### src/rtl/cmd_done_pkg.sv
package cmd_done_pkg;
  localparam int HW      = 16;
  localparam int CLS_LSB = 1;
  localparam int CLS_W   = 3;

  localparam int SC_BIT  = 15;
  localparam int NXM_BIT = 11;
  localparam int NBA_BIT = 10;
  localparam int RDY_BIT = 7;
  localparam int OFL_BIT = 6;

  localparam logic [HW-1:0] PASS_MASK = 16'h1F01;

  typedef enum logic [CLS_W-1:0] {
    CLS_OK    = 3'd0,
    CLS_ATTN  = 3'd1,
    CLS_ALERT = 3'd2,
    CLS_REJ   = 3'd3,
    CLS_RETMV = 3'd4,
    CLS_RETRY = 3'd5,
    CLS_LOST  = 3'd6,
    CLS_FATAL = 3'd7
  } cls_e;

  typedef enum logic [7:0] {
    MC_END  = 8'h10,
    MC_FAIL = 8'h11,
    MC_ERR  = 8'h12,
    MC_ATTN = 8'h13
  } msg_code_e;

  localparam logic [HW-1:0] HDR_ACK = 16'h8000;
endpackage

### src/rtl/cmd_done_merge_core.sv
module cmd_done_merge_core
  import cmd_done_pkg::*;
#(
  parameter int W = HW
) (
  input  logic [2*W-1:0] res_a_i,
  input  logic [2*W-1:0] res_b_i,
  output logic [CLS_W-1:0] cls_o,
  output logic [W-1:0]     flags_o,
  output logic [W-1:0]     xst_o
);
  logic [2*W-1:0]   both;
  logic [CLS_W-1:0] cls_a, cls_b;

  always_comb begin
    both    = res_a_i | res_b_i;
    cls_a   = res_a_i[CLS_LSB +: CLS_W];
    cls_b   = res_b_i[CLS_LSB +: CLS_W];
    cls_o   = (cls_a > cls_b) ? cls_a : cls_b;
    flags_o = both[W-1:0] & PASS_MASK;
    xst_o   = both[2*W-1:W];
  end
endmodule

### src/rtl/cmd_done_hdr_map.sv
module cmd_done_hdr_map
  import cmd_done_pkg::*;
#(
  parameter int W = HW
) (
  input  logic [CLS_W-1:0] cls_i,
  output logic [W-1:0]     hdr_o
);
  msg_code_e code;

  always_comb begin
    unique case (cls_e'(cls_i))
      CLS_OK, CLS_ALERT: code = MC_END;
      CLS_ATTN:          code = MC_ATTN;
      CLS_REJ:           code = MC_FAIL;
      default:           code = MC_ERR;
    endcase
    hdr_o = HDR_ACK | W'(code);
  end
endmodule

### src/rtl/cmd_done_ctrl.sv
module cmd_done_ctrl
  import cmd_done_pkg::*;
#(
  parameter int W = HW
) (
  input  logic             clk_i,
  input  logic             rst_ni,
  input  logic             start_i,
  input  logic [CLS_W-1:0] cls_i,
  input  logic [W-1:0]     flags_i,
  input  logic [W-1:0]     xst_i,
  input  logic [W-1:0]     hdr_i,
  input  logic             ie_i,
  input  logic             nba_i,
  input  logic             offline_i,
  input  logic             ack_i,
  input  logic             err_i,
  output logic             req_o,
  output logic [W-1:0]     hdr_o,
  output logic [W-1:0]     xst_o,
  output logic [W-1:0]     ssr_o,
  output logic             done_o,
  output logic             irq_o
);
  localparam logic [W-1:0] RDY_ONLY = W'(1) << RDY_BIT;

  logic             busy_q, done_q, irq_q, ie_q;
  logic [CLS_W-1:0] cls_q;
  logic [W-1:0]     flg_q, ssr_q, hdr_q, xst_q;
  logic             accept, skip_msg;
  logic [W-1:0]     flg_in;
  logic [CLS_W-1:0] fin_cls;
  logic [W-1:0]     fin_flg;

  function automatic logic [W-1:0] pack_ssr(input logic [CLS_W-1:0] c,
                                            input logic [W-1:0] f);
    logic [W-1:0] s;
    s = (f & PASS_MASK) | RDY_ONLY;
    s[CLS_LSB +: CLS_W] = c;
    s[SC_BIT] = (c != '0);
    return s;
  endfunction

  always_comb begin
    accept   = start_i & ~busy_q;
    skip_msg = nba_i | flags_i[NBA_BIT];
    flg_in   = flags_i;
    flg_in[NBA_BIT] = skip_msg;
    // failed message write overrides the merged class
    fin_cls  = err_i ? CLS_W'(CLS_RETMV) : cls_q;
    fin_flg  = flg_q;
    if (err_i) fin_flg[NXM_BIT] = 1'b1;
  end

  always_ff @(posedge clk_i or negedge rst_ni) begin
    if (!rst_ni) begin
      busy_q <= 1'b0;
      done_q <= 1'b0;
      irq_q  <= 1'b0;
      ie_q   <= 1'b0;
      cls_q  <= '0;
      flg_q  <= '0;
      ssr_q  <= RDY_ONLY;
      hdr_q  <= '0;
      xst_q  <= '0;
    end else begin
      done_q <= 1'b0;
      irq_q  <= 1'b0;
      if (accept) begin
        hdr_q <= hdr_i;
        xst_q <= xst_i;
        ie_q  <= ie_i;
        cls_q <= cls_i;
        flg_q <= flg_in;
        if (skip_msg) begin
          ssr_q  <= pack_ssr(cls_i, flg_in);
          done_q <= 1'b1;
          irq_q  <= ie_i;
        end else begin
          busy_q <= 1'b1;
          ssr_q  <= '0;
        end
      end else if (busy_q && ack_i) begin
        busy_q <= 1'b0;
        ssr_q  <= pack_ssr(fin_cls, fin_flg);
        done_q <= 1'b1;
        irq_q  <= ie_q;
      end
    end
  end

  always_comb begin
    ssr_o = ssr_q;
    ssr_o[OFL_BIT] = offline_i;
  end

  assign req_o  = busy_q;
  assign hdr_o  = hdr_q;
  assign xst_o  = xst_q;
  assign done_o = done_q;
  assign irq_o  = irq_q;
endmodule

### src/rtl/cmd_done_merge.sv
module cmd_done_merge
  import cmd_done_pkg::*;
#(
  parameter int HALF_W = HW
) (
  input  logic              clk_i,
  input  logic              rst_ni,
  input  logic              start_i,
  input  logic [2*HALF_W-1:0] res_a_i,
  input  logic [2*HALF_W-1:0] res_b_i,
  input  logic              ie_i,
  input  logic              nba_i,
  input  logic              offline_i,
  output logic              msg_req_o,
  output logic [HALF_W-1:0] msg_hdr_o,
  output logic [HALF_W-1:0] msg_xst_o,
  input  logic              msg_ack_i,
  input  logic              msg_err_i,
  output logic [HALF_W-1:0] ssr_o,
  output logic              done_o,
  output logic              irq_o
);
  logic [CLS_W-1:0]  m_cls;
  logic [HALF_W-1:0] m_flags, m_xst, m_hdr;

  cmd_done_merge_core #(.W(HALF_W)) u_core (
    .res_a_i (res_a_i),
    .res_b_i (res_b_i),
    .cls_o   (m_cls),
    .flags_o (m_flags),
    .xst_o   (m_xst)
  );

  cmd_done_hdr_map #(.W(HALF_W)) u_map (
    .cls_i (m_cls),
    .hdr_o (m_hdr)
  );

  cmd_done_ctrl #(.W(HALF_W)) u_ctrl (
    .clk_i     (clk_i),
    .rst_ni    (rst_ni),
    .start_i   (start_i),
    .cls_i     (m_cls),
    .flags_i   (m_flags),
    .xst_i     (m_xst),
    .hdr_i     (m_hdr),
    .ie_i      (ie_i),
    .nba_i     (nba_i),
    .offline_i (offline_i),
    .ack_i     (msg_ack_i),
    .err_i     (msg_err_i),
    .req_o     (msg_req_o),
    .hdr_o     (msg_hdr_o),
    .xst_o     (msg_xst_o),
    .ssr_o     (ssr_o),
    .done_o    (done_o),
    .irq_o     (irq_o)
  );
endmodule

### config.mk
export PLATFORM = sky130hd
export DESIGN_NAME = cmd_done_merge
export DESIGN_NICKNAME = d
export VERILOG_FILES = /design/src/rtl/cmd_done_pkg.sv /design/src/rtl/cmd_done_merge_core.sv /design/src/rtl/cmd_done_hdr_map.sv /design/src/rtl/cmd_done_ctrl.sv /design/src/rtl/cmd_done_merge.sv
export SDC_FILE = /design/constraint.sdc
export NUM_CORES = 1
export LEC_CHECK = 0
export BUFFER_PORTS_ARGS = -buffer_cell sky130_fd_sc_hd__buf_4
export CAP_MARGIN = 20
export CELL_PAD_IN_SITES_DETAIL_PLACEMENT = 1
export CELL_PAD_IN_SITES_GLOBAL_PLACEMENT = 1
export CORE_UTILIZATION = 30
export CTS_BUF_LIST = sky130_fd_sc_hd__clkbuf_8
export DETAILED_ROUTE_END_ITERATION = 7
export PLACE_DENSITY = 0.82
export SKIP_CTS_REPAIR_TIMING = 1
export SLEW_MARGIN = 20
export SYNTH_ARGS = -nofsm -noshare
export SYNTH_HDL_FRONTEND = slang
export SYNTH_SLANG_ARGS = --single-unit
### constraint.sdc
create_clock -name clk_i -period 3.8 [get_ports clk_i]
set_input_delay 0.76 -clock clk_i [delete_from_list [all_inputs] [get_ports clk_i]]
set_output_delay 0.76 -clock clk_i [all_outputs]
set_load 0.05 [all_outputs]
## Word level (Yosys, flattened, before mapping)

Index checks and enable logic that the tools add are counted.
W data, S select, Z words.

| storage, ports and cells | value |
|---|---|
| bits in registers | 54 |
| input port bits | 72 |

| cells by class | value |
|---|---|
| bitwise gates (word level) | 4 |
| reduce and logical (&&, ||, !) cells | 7 |
| order comparisons | 1 |
| mux-type cells | 16 |
| eq/ne operators | 4 |

Operators by type and width:

| kind | count |
|---|---|
| $mux W16 | 3 |
| $or A32 B32 Y32 | 1 |
| $mux W1 | 10 |
| $eq A3 B2 Y1 const B | 2 |
| $mux W3 | 2 |
| $pmux W2 S3 | 1 |
| $reduce_bool A3 Y1 | 2 |
| $eq A3 B1 Y1 const B | 1 |
| $gt A3 B3 Y1 | 1 |
| $logic_not A3 Y1 | 1 |
| $ne A2 B2 Y1 const B | 1 |
| $reduce_and A2 Y1 | 1 |
| $reduce_bool A2 Y1 | 1 |
| $reduce_or A2 Y1 | 1 |
| $and A1 B1 Y1 | 1 |
| $logic_and A1 B1 Y1 | 1 |
| $not A1 Y1 | 1 |
| $or A1 B1 Y1 | 1 |

## Depth between registers and ports, before layout

| logic depth | value |
|---|---|
| depth after elaboration | 5 |
| gate-level depth with buffers | 7 |

## Hierarchy

From an unflattened synthesis, not the netlist that was laid out.

| unflattened totals | value |
|---|---|
| cells, all modules | 314 |
| area, all modules | 2717.6 µm² |

By module, submodules not included:

| module | times used | cells each | area an instance (µm²) |
|---|---|---|---|
| cmd_done_ctrl | 1 | 249 | 2252.2 |
| cmd_done_merge_core | 1 | 46 | 335.3 |
| cmd_done_hdr_map | 1 | 19 | 130.1 |

## Worst setup path before layout

No wires, ideal clock.

| path | value |
|---|---|
| kind | input-to-reg |
| from | input port res_b_i[3] |
| to | register u_ctrl.hdr_q[1], in the netlist u_ctrl.hdr_o[1] |
| slack | 1.670 ns |
| buffers on the path | 0 |
| required time | 3.708 ns |
| stages on the path | 7 |
| arrival time | 2.038 ns |
| cells stage by stage | inv_1 > ha_1 > nand2_1 > o21ai_4 > mux2i_4 > nand3_1 > o31ai_2 |

| between the ends | value |
|---|---|
| cells in the longest elaborated chain, start to end | 5 |
| elaborated cells between the ends (all ways) | 8 |
| those cells by class | 1 x order compare; 3 x eq/ne; 2 x mux; 2 x reduce/logical |

Ends and longest elaborated chain:

| what | RTL line | source |
|---|---|---|
| start: declaration | cmd_done_merge.sv:10 | `input logic [2*HALF_W-1:0] res_b_i,` |
| $gt A3 B3 Y1 | cmd_done_merge_core.sv:19 | `cls_o = (cls_a > cls_b) ? cls_a : cls_b;` |
| $mux W3 (*) | cmd_done_merge_core.sv:19 |  |
| $eq A3 B2 Y1 or $logic_not A3 Y1 (tied branches) | cmd_done_hdr_map.sv:12 | `unique case (cls_e'(cls_i))` |
| $reduce_or A2 Y1 | cmd_done_hdr_map.sv:12 |  |
| $pmux W2 S3 (*) | cmd_done_hdr_map.sv:12 |  |
| end signal: assignment | cmd_done_ctrl.sv:70 | `hdr_q <= hdr_i;` |
| end: declaration | cmd_done_ctrl.sv:29 | `logic [W-1:0] flg_q, ssr_q, hdr_q, xst_q;` |

Mark *: on every way between the ends. The rest lies on a longest branch, timed or not.
A chain may end at the register's enable or synchronous reset.

## Final worst setup path

Same ends and word-level chain as after synthesis.

==> flow_metrics.py <==
metrics = {
    "synthesis": {
        "synth-async-reset-ratio_pct": 100.0,
        "synth.yosys.seq_area_share_pct": 51.90,
        "syn_inst": 213,
        "yosys_register_bits": 43,
        "synth.top_cells.by_count": "42 x sky130_fd_sc_hd__dfrtp_1, 35 x sky130_fd_sc_hd__nor2_1, 31 x sky130_fd_sc_hd__nand2_1",
        "synthDistinctLibCells": 36,
        "ys.flop_type": "sky130_fd_sc_hd__dfrtp_1",
        "syn_area_um2": 2076,
        "synthTopCellsByArea": "sky130_fd_sc_hd__dfrtp_1 51%, sky130_fd_sc_hd__buf_4 6.5%, sky130_fd_sc_hd__nor2_1 6.3%",
        "yosys.area.top_type": "sky130_fd_sc_hd__dfrtp_1",
        "synth_most_common_cell": "sky130_fd_sc_hd__dfrtp_1",
        "yosys_warnings": 0,
        "yosysTopAreaCellShare_pct": 50.63,
        "synth_area_per_cell_um2": 9.745,
        "number_of_enable_flip_flop_cells_after_synthesis": 0,
    },
    "setup_path": {
        "critPathLaunch": "res_b_i[3]",
        "r2r_start": "u_ctrl.req_o",
        "critical_path.cell_chain": "buf_4, inv_1, ha_1, nand2_1, o21ai_4, mux2i_4, nand3_1, o31ai_2",
        "timing.critical_path.buf_inv": 2,
        "critPathRequiredTime_ns": 4.00,
        "cp_max_fo": 7,
        "biggest_cell_delay_along_the_critical_path_ns": 0.34,
        "timing.critical_path.arrival_ns": 2.32,
        "critical-path-slowest-cell": "sky130_fd_sc_hd__mux2i_4",
        "setup.worst_path.end_class": "flip-flop",
        "critPathLaunchType": "input port",
        "worst_path_dominant_cell_family": "compound AO/OA/AOI/OAI gates",
        "worst_setup_path_class": "in -> reg",
    },
    "clocking": {
        "clk_transition_reported_paths_ns": 0.08,
        "cts.htree.levels": 2,
        "numCtsBuffers": 5,
        "clock_tree_from_tritoncts": "yes",
        "worst_skew_pair.late_latency_ns": 0.29,
        "cts-root-buf": "sky130_fd_sc_hd__clkbuf_8",
        "max-clock-path-buffers": 2,
        "cts_num_sinks": 43,
    },
    "layout": {
        "nets": 375,
        "share_of_cells_above_drive_strength_1_pct": 38.87,
        "n_antenna_cell": 0,
        "syn_to_final_growth_pct": 38.04,
    },
    "floorplanning": {
        "pin_count": 123,
        "rows": 29,
        "die_area_um2": 7256,
        "floorplan.initialDensity_pct": 31.78,
        "floorplan_die_width_um": 85.18,
        "dieHeight_um": 85.18,
        "core_region_area_um2": 6531,
    },
    "detailed_routing": {
        "drtIter0Drc": 66,
        "route.detailed.drc": 0,
        "wire_length_per_cell_um": 13.56,
        "num_vias": 1776,
        "route.final.wire_length_um": 5126,
        "detail_route.first_pass.iterations": 4,
        "vias_per_cell": 4.698,
        "ant_nets": 0,
    },
    "run": {
        "cap_viol_max_count": 0,
    },
    "power": {
        "worst_vdd_drop_mv": 0.1845,
        "total_leakage_power_nw": 1.378,
        "total_power_density_per_cell_area_nw_per_um2": 475.9,
    },
    "global_route": {
        "global_route.overflow_total": 0,
        "vias_in_the_first_global_route": 1791,
        "all_layer_gr_usage_pct": 14.41,
        "grt_max_degree": 44,
        "antenna_found_initial": 0,
        "wire_length_of_the_first_global_routing_pass_um": 8300,
    },
    "hold_path": {
        "hold_path.class": "in -> async",
    },
    "outcome": {
        "outcome": "complete, no violations",
    },
    "placement": {
        "globalplace.congestion": 0.7058,
        "detailedPlacementHpwl_um": 3959,
        "io_buffers": 90,
    },
    "timing": {
        "finalSetupViolCount": 0,
        "max_slew.worst_pin.slew_ns": 0.6341,
        "aggregate_negative_setup_slack_ns": 0,
        "final.period_utilization_pct": 55.61,
        "timing.clock.skew_ns": 0.006359,
        "worst_slew_margin_rel_pct": 57.62,
        "finalHoldViolCount": 0,
        "setup_repair_after_global_routing_missed_its_margin": "false",
        "timing_max_transition_violations_final": 0,
        "timing.final.crit_period_ns": 2.113,
        "holdWs_ns": 0.4542,
        "timing.fmax_ghz": 0.4732,
    },
}
-- layout by cell type, fill, tap and decap left out, drive strengths merged --
cell | Yosys | routed
nor2b | 1 | 1
a21o | 2 | 2
and2 | 2 | 2
dfstp | 1 | 1
mux2i | 6 | 6
ha | 3 | 3
o32ai | 1 | 1
or3 | 2 | 2
nor3b | 1 | 1
clkinv | 0 | 1
o21a | 2 | 2
o22ai | 6 | 6
nor3 | 2 | 2
nand3b | 1 | 1
conb | 1 | 16
o21ai | 13 | 13
clkbuf | 3 | 6
inv | 4 | 4
a31o | 1 | 1
bufinv | 0 | 1
nand2 | 32 | 32
a41oi | 1 | 1
nor2 | 35 | 35
buf | 23 | 91
o31ai | 4 | 4
dfrtp | 42 | 42
mux2 | 1 | 1
or2 | 1 | 1
nand3 | 4 | 4
a21oi | 18 | 18
-- sequential cells by signal (all words and copies together), names as in the netlist --
name	flops
u_ctrl.hdr_o	3
u_ctrl.done_o	1
u_ctrl.req_o	1
u_ctrl.ie_q	1
u_ctrl.irq_o	1
u_ctrl.flg_q	6
u_ctrl.ssr_q	11
u_ctrl.xst_o	16
u_ctrl.cls_q	3
-- final cells by class --
cell class,instances,area [um2]
clock buffer,6,82.58
clock inverter,2,35.03
fill,762,3666
inverter,4,15.01
multi-input combinational,155,875.8
sequential,43,1077
tap,77,96.34
timing repair buffer,91,683.2
-- worst paths after layout --
path | endpoint | slack, ns | cells past startpoint
setup / recovery | u_ctrl.hdr_o[1] | 1.69 | 8
hold / removal | u_ctrl.req_o | 0.45 | 1
setup reg to reg | u_ctrl.ssr_q[15] | 1.91 | 5
hold reg to reg | u_ctrl.cls_q[2] | 0.48 | 2
max in group asynchronous | u_ctrl.flg_q[0] | 2.96 | 1
min in group clk_i | u_ctrl.cls_q[2] | 0.48 | 2
-- per-layer routing --
| layer | share of wire, % | track usage, % | routed length, um |
|---|---|---|---|
| met1 | 40 | 18.51 | 2076 |
| met2 | 52 | 25.00 | 2684 |
| met3 | 7.1 | 3.599 | 364 |
| met4 | 0 | 2.311 | 0 |
| met5 | 0 | 0 | 0 |
-- through the flow --
step | area [um2] | setup slack [ns] | instances | util [%] | total power, mW
finish | 2865 | 1.687 | 378 | 43.87 | 1.364
global route | 2865 | 1.581 | 378 | 43.87 | 1.436
CTS | 2865 | 1.680 | 378 | 43.87 | 1.383
detailed placement | 2748 | 1.373 | 370 | 42.07 | 1.013
global placement | 2748 | 1.441 | 370 | 42.07 | 1.002
floorplan | 2132 | 1.670 | 228 | - | 0.8669
-- kinds of logic (layout without fill, tap and decap cells) --
group                    count (synthesis)  count (layout)  synth area share [%]
multiplexers                             7               7                 4.641
AO/OA/AOI/OAI                           48              48                 15.37
other                                    1              16                0.1807
AND/OR/NAND/NOR                         81              81                 17.12
flip-flops                              43              43                 51.90
adder cells (fa/ha/maj)                  3               3                 1.809
buffers and inverters                   30             103                 8.981
-- where the power goes --
group / switching, mW / internal [mW]
clock network: 0.153 / 0.213
logic: 0.302 / 0.149
registers: 0.0326 / 0.514
Note: power is estimated with default switching activity, not from simulation.
